File: src/rtl/mts_pkg.sv
// Package: shared mode codes and the encoder permission rule for the
// master trigger selector. Assumes 4-bit mode and slave-mode codes.
package mts_pkg;

    localparam int MODE_W = 4;
    localparam int SLV_W  = 4;

    typedef enum logic [MODE_W-1:0] {
        SRC_SWUPD = 4'd0,
        SRC_CNTEN = 4'd1,
        SRC_UPD   = 4'd2,
        SRC_CC1   = 4'd3,
        SRC_OC1   = 4'd4,
        SRC_OC2   = 4'd5,
        SRC_OC3   = 4'd6,
        SRC_OC4   = 4'd7,
        SRC_ENC   = 4'd8
    } src_mode_e;

    // Returns 1 when the slave-mode code permits the encoder clock source.
    function automatic logic enc_code_ok(input logic [SLV_W-1:0] code);
        case (code)
            4'd1, 4'd2, 4'd3,
            4'd10, 4'd11, 4'd12, 4'd13, 4'd14, 4'd15: enc_code_ok = 1'b1;
            default:                                   enc_code_ok = 1'b0;
        endcase
    endfunction

endpackage

File: src/rtl/mts_mode_reg.sv
// Mode register: holds the source-select code.
// Assumes a single-cycle write strobe. Reset value selects the software strobe.
module mts_mode_reg #(
    parameter int W = 4
) (
    input  logic         clk,
    input  logic         rst_n,
    input  logic         wr_i,
    input  logic [W-1:0] wdata_i,
    output logic [W-1:0] mode_o
);

    // Store a new mode on a write, clear it on reset.
    always_ff @(posedge clk) begin
        if (!rst_n)
            mode_o <= '0;
        else if (wr_i)
            mode_o <= wdata_i;
    end

endmodule

File: src/rtl/mts_enc_guard.sv
// Encoder guard: decides whether the encoder source is usable and whether
// choosing it is an error. Purely combinational. Assumes the mode input is
// already registered.
module mts_enc_guard
    import mts_pkg::*;
#(
    parameter int W  = 4,
    parameter int SW = 4
) (
    input  logic [W-1:0]  mode_i,
    input  logic [SW-1:0] slave_mode_i,
    output logic          enc_pass_o,
    output logic          enc_bad_o
);

    logic enc_sel;
    logic code_ok;

    // Detect the encoder mode and check the slave code against the allowed set.
    always_comb begin
        enc_sel    = (mode_i == W'(SRC_ENC));
        code_ok    = enc_code_ok(SLV_W'(slave_mode_i));
        enc_pass_o = enc_sel & code_ok;
        enc_bad_o  = enc_sel & ~code_ok;
    end

endmodule

File: src/rtl/mts_src_mux.sv
// Source multiplexer: picks the next trigger value from the event strobes
// and level sources according to the mode. Reserved codes give 0.
// Assumes compare channels occupy codes OC_BASE .. OC_BASE+NUM_OC-1.
module mts_src_mux
    import mts_pkg::*;
#(
    parameter int W      = 4,
    parameter int NUM_OC = 4
) (
    input  logic [W-1:0]      mode_i,
    input  logic              sw_upd_i,
    input  logic              cnt_en_i,
    input  logic              upd_evt_i,
    input  logic              cc1_evt_i,
    input  logic [NUM_OC-1:0] oc_ref_i,
    input  logic              enc_clk_i,
    input  logic              enc_pass_i,
    output logic              next_o
);

    localparam int OC_BASE = int'(SRC_OC1);

    logic [NUM_OC-1:0] oc_hit;

    // One decode term per compare channel.
    for (genvar g = 0; g < NUM_OC; g++) begin : g_oc
        assign oc_hit[g] = (mode_i == W'(OC_BASE + g)) & oc_ref_i[g];
    end

    // Select the source for the next trigger value.
    always_comb begin
        case (mode_i)
            W'(SRC_SWUPD): next_o = sw_upd_i;
            W'(SRC_CNTEN): next_o = cnt_en_i;
            W'(SRC_UPD):   next_o = upd_evt_i;
            W'(SRC_CC1):   next_o = cc1_evt_i;
            W'(SRC_ENC):   next_o = enc_clk_i & enc_pass_i;
            default:       next_o = |oc_hit;
        endcase
    end

endmodule

File: src/rtl/master_trig_sel.sv
// Master trigger selector top: mode register, source mux, encoder guard and
// output registers. The output and error flag lag their sources by one cycle.
// Assumes all inputs are synchronous to clk.
module master_trig_sel #(
    parameter int NUM_OC = 4
) (
    input  logic              clk,
    input  logic              rst_n,
    input  logic              mode_wr_i,
    input  logic [3:0]        mode_wdata_i,
    input  logic              sw_upd_i,
    input  logic              cnt_en_i,
    input  logic              upd_evt_i,
    input  logic              cc1_evt_i,
    input  logic [NUM_OC-1:0] oc_ref_i,
    input  logic              enc_clk_i,
    input  logic [3:0]        slave_mode_i,
    output logic              trig_o,
    output logic              enc_err_o
);

    localparam int W  = mts_pkg::MODE_W;
    localparam int SW = mts_pkg::SLV_W;

    logic [W-1:0] mode_q;
    logic         enc_pass;
    logic         enc_bad;
    logic         trig_d;

    mts_mode_reg #(.W(W)) u_mode (
        .clk     (clk),
        .rst_n   (rst_n),
        .wr_i    (mode_wr_i),
        .wdata_i (mode_wdata_i),
        .mode_o  (mode_q)
    );

    mts_enc_guard #(.W(W), .SW(SW)) u_guard (
        .mode_i       (mode_q),
        .slave_mode_i (slave_mode_i),
        .enc_pass_o   (enc_pass),
        .enc_bad_o    (enc_bad)
    );

    mts_src_mux #(.W(W), .NUM_OC(NUM_OC)) u_mux (
        .mode_i     (mode_q),
        .sw_upd_i   (sw_upd_i),
        .cnt_en_i   (cnt_en_i),
        .upd_evt_i  (upd_evt_i),
        .cc1_evt_i  (cc1_evt_i),
        .oc_ref_i   (oc_ref_i),
        .enc_clk_i  (enc_clk_i),
        .enc_pass_i (enc_pass),
        .next_o     (trig_d)
    );

    // Register the trigger and the error flag.
    always_ff @(posedge clk) begin
        if (!rst_n) begin
            trig_o    <= 1'b0;
            enc_err_o <= 1'b0;
        end else begin
            trig_o    <= trig_d;
            enc_err_o <= enc_bad;
        end
    end

endmodule

File: config.mk
export PLATFORM = sky130hd
export DESIGN_NAME = master_trig_sel
export DESIGN_NICKNAME = d
export VERILOG_FILES = /design/src/rtl/mts_pkg.sv /design/src/rtl/mts_mode_reg.sv /design/src/rtl/mts_enc_guard.sv /design/src/rtl/mts_src_mux.sv /design/src/rtl/master_trig_sel.sv
export SDC_FILE = /design/constraint.sdc
export NUM_CORES = 1
export LEC_CHECK = 0
export BUFFER_PORTS_ARGS = -buffer_cell sky130_fd_sc_hd__buf_2
export CAP_MARGIN = 0
export CORE_AREA = 2 2 39 41
export DETAILED_ROUTE_END_ITERATION = 8
export DIE_AREA = 0 0 41 43
export PLACE_DENSITY = 0.6
export SKIP_CTS_REPAIR_TIMING = 1
export SLEW_MARGIN = 20
export SYNTH_ARGS = -nofsm -noshare
export SYNTH_HDL_FRONTEND = slang
export SYNTH_SLANG_ARGS = --single-unit
export TNS_END_PERCENT = 100
File: constraint.sdc
create_clock -name clk -period 2.78 [get_ports clk]
set_input_delay 0.417 -clock clk [delete_from_list [all_inputs] [get_ports clk]]
set_output_delay 0.417 -clock clk [all_outputs]
set_load 0.02 [all_outputs]
Word-level counts from Yosys, hierarchy flattened
Memories as Yosys holds them, arrays and structs flattened. Index checks and enable logic that the tools add are counted.

Flip-flop bits (word level): 6. Memory bits (read-only): 16. Input port bits: 20. Output and inout bits: 2. Word-level logic and storage cells: 23. Memories kept: 1.

Eq/ne operators: 8. Mux-type cells: 1. Bitwise gates (word level): 8. Reductions and logical operators: 2.

Memory list: (name not given) (depth 16, bits a word 1, rd ports 1, clocked after memory_dff 0, wr ports 0, RTL line mts_pkg.sv:22) `case (code)`.

Operators by type and width (count): $eq 4x3->1 const B (4); $eq 4x2->1 const B (2); $and 1x1->1 (7); $pmux 1 s5 (1); $eq 4x1->1 const B (1); $eq 4x4->1 const B (1); $logic_not 4->1 (1); $reduce_or 4->1 (1); $not 1->1 (1).

Longest topological paths before layout
Word-level depth: 4. Gate-level depth with buffers: 5. Mapped depth without buffers: 4.

By module
From an unflattened synthesis, not the netlist that was laid out.

Cell total of the unflattened synthesis: 29. Area, all modules: 336.6 um^2.

By module, submodules not included: mts_mode_reg (times used 1, cells each 13, area an instance 156.4 um^2, sequential area each 80.1 um^2); mts_src_mux (times used 1, cells each 6, area an instance 81.3 um^2, sequential area each 0.0 um^2); master_trig_sel (times used 1, cells each 4, area an instance 52.6 um^2, sequential area each 40.0 um^2); mts_enc_guard (times used 1, cells each 6, area an instance 46.3 um^2, sequential area each 0.0 um^2).

Worst setup path before layout
Ideal clock, no wire load.

Path kind: register -> register. Start point: register u_mode.mode_o[0]. End point: register trig_o. Library setup time: 121 ps. Data arrival time: 1088 ps. Required time: 2659 ps. Setup slack: 1571 ps. Cell stages (with the launch flop): 5. Path buffers: 1. Clock period less this slack: 1209 ps. Cell sequence: dfxtp_1 > buf_6 > mux4_2 > o21ai_1 > o22ai_1.

Longest elaborated chain between the ends: 4. Elaborated cells on any way between the ends: 17. Those cells by class: 8 x eq/ne; 1 x mux; 6 x bitwise; 2 x reduce/logical.

RTL lines: start: declaration (RTL line mts_mode_reg.sv:10) `output logic [W-1:0] mode_o`; start signal: assignment (RTL line mts_mode_reg.sv:18) `mode_o <= wdata_i;`; $eq 4x3->1 / $eq 4x4->1 (equally long branches) (RTL line mts_src_mux.sv:27, mts_enc_guard.sv:21, mts_src_mux.sv:32); $and 1x1->1, on equally long branches (RTL line mts_src_mux.sv:27, mts_enc_guard.sv:23); $reduce_or 4->1 / $and 1x1->1 (equally long branches) (RTL line mts_src_mux.sv:38, mts_src_mux.sv:37); $pmux 1 s5 * (RTL line mts_src_mux.sv:32) `case (mode_i)`; end signal: assignment (RTL line master_trig_sel.sv:63) `trig_o <= trig_d;`; end: declaration (RTL line master_trig_sel.sv:18) `output logic trig_o,`.

Every way passes the cells marked *; elsewhere a longest branch is shown, timed or not. A chain may end at the register's enable or synchronous reset.

Worst setup path after layout
Same ends and word-level chain as after synthesis.

==> metrics <==
outcome finished, final reports clean; # rows 14; Initial Util 0.2224; max_slew headroom 0.7557; Crit Path Category reg2reg; Power Dens Cells between 400 and 500 nW/um2; Die Ht around 43 um; Final WS setup around 1.4 ns; number of inserted diodes 0; Post-Syn Instances 32; most common cell after layout, fill and taps aside buf_2; initial antenna violation count 0; # DRC 0; Synth top area share 0.3902; drt pass-1 iters 2; number of synthesized register bits 6; nets@finish 76; FMAX 744.8 MHz; area of the multi-input gates roughly 160 um2; Clock Latency Late Sink 0.24 ns; Worst-Margin Slew between 0.3 and 0.4 ns; Max Cap Viol 0; Cell Count, Final, Fillers Out 70; FF-to-FF path depth 3; H-tree depth 1; Clock Root Buffer clkbuf_4; Final Cycle Share 0.4830; hold endpoint u_mode.mode_o[3]; Netlist cell types 16; peak supply drop ~0.00018 V; core area 1384 um2; RSZ-0062 raised after global routing false; gpl congestion ~0.65; global-route wire length before repair about 1.1 mm; layout cells sized above 1 0.4630; Worst-path clk slew 0.05 ns; Total GRT Usage 0.09548; crit path DAT between 1 and 1.5 ns; largest net degree at the start of global routing 6; die area roughly 1800 um2; RR Startpoint u_mode.mode_o[0]; DRT iter0 DRCs 3; FF-to-FF End trig_o; die width 41 um; biggest area consumer among synthesized cells dfxtp_1; vias per inst 4.414; class of the worst hold path in2reg; Leak around 0.23 nW; leading cell types in the layout, fill and taps excluded buf_2, mux2i_1, dfxtp_1; HPWL after DPL slightly above 600 um; Routed WL around 720 um; syn nets between 50 and 60; sequential share of the synthesized area 0.3902; Setup Skew about 0.0028 ns; Hold Startpoint mode_wdata_i[3]; minimum clock period approximately 1.3 ns; max-slew violations 0; input/output buffers 21; I/O pins 22; number of synthesized flops with an enable pin 0; Most used DFF post-synth dfxtp_1; ys async rst share 0; placed insts 67; Setup-failing EPs final 0; CTS buffer count 3; Antenna Violating Nets Remaining 0; WHS ~0.41 ns; CTS Buffer Depth 2; top post-synthesis cells by area dfxtp_1, mux2i_1, mux4_2; r2r setup slk 1.44 ns; CTS tree done; Worst Hold Depth 3; setup TNS 0 ns; CP Data Required Time around 2.9 ns; endpoints failing hold 0; drt wl/cell between 10 and 15 um; total gr overflow 0; Final Util 0.3183; vias between 300 and 400; FF+latch area between 100 and 150 um2; Layout area overhead 43.09%; pre-CTS WS approximately 1.4 ns; CTS Sinks 6; warnings from Yosys 0; Avg Cell Area, Syn 9.619 um2; crit path capture type flop; synthesized cell area a little over 300 um2; vias in the first global route 283; CP Launch Type flop; Crit Path Max Fanout 5; # fillers 150
[layer usage]
metal / global-route usage / wire, um / part of all wire / up-vias
met1: 0.1161 / 300 / 0.41 / 140
met3: 0.03665 / 59 / 0.082 / 0
met4: 0.08000 / 0 / 0 / 0
met2: 0.1250 / 362 / 0.50 / 12
li1: - / - / - / 157
met5: 0 / 0 / 0 / -
[logic make-up (layout without fill, tap and decap cells)]
group,count (synthesis),in the layout,synth area share
AOI/OAI and AO/OA,5,5,0.1179
DFF,6,6,0.3903
buffers and inverters,5,27,0.08535
muxes,7,7,0.2683
and+or+nand+nor,9,9,0.1382
[worst max-delay path by stage]
stage,startpoint,end,slack (ns)
after floorplan,u_mode.mode_o[0],trig_o,1.57
after global placement,oc_ref_i[3],trig_o,1.48
after detailed placement,oc_ref_i[2],trig_o,1.43
after CTS,u_mode.mode_o[0],trig_o,1.43
after global routing,u_mode.mode_o[0],trig_o,1.37
final,u_mode.mode_o[0],trig_o,1.44
[critical path, stage by stage (launching register included)]
cell,delay [ns]
dfxtp_1,0.45
mux4_2,0.54
o21ai_1,0.15
o22ai_1,0.10
[final cells by class]
| class | instances | share of cell area |
|---|---|---|
| Clock buffer | 3 | 0.05114 |
| Tap cell | 16 | 0.04545 |
| Inverter | 3 | 0.02557 |
| Multi-Input combinational cell | 21 | 0.3665 |
| Sequential cell | 6 | 0.2727 |
| Timing Repair Buffer | 21 | 0.2386 |
[where the power goes]
group | leakage (nW) | internal (mW) | switching [mW]
combinational | 0.165 | 0.0222 | 0.0158
clock | 0.0138 | 0.0489 | 0.0320
sequential | 0.0494 | 0.0916 | 0.00478
total | 0.228 | 0.163 | 0.0525
[flip-flops by register name, summed over array words and instances, names as in the netlist]
register       flops
u_mode.mode_o      4
enc_err_o          1
trig_o             1
[metrics by stage]
stage / instance area, um2 / power [mW]
floorplan: 307.8 / 0.1199
global placement: 417.9 / 0.1360
detailed placement: 417.9 / 0.1367
CTS: 440.4 / 0.2179
global route: 440.4 / 0.2282
finish: 440.4 / 0.2152
[Yosys cell counts, types with 3 or more instances]
library cell  instances
dfxtp_1               6
inv_1                 3
mux2i_1               6
nor2_1                5
Power figures use the tool's default switching activity.
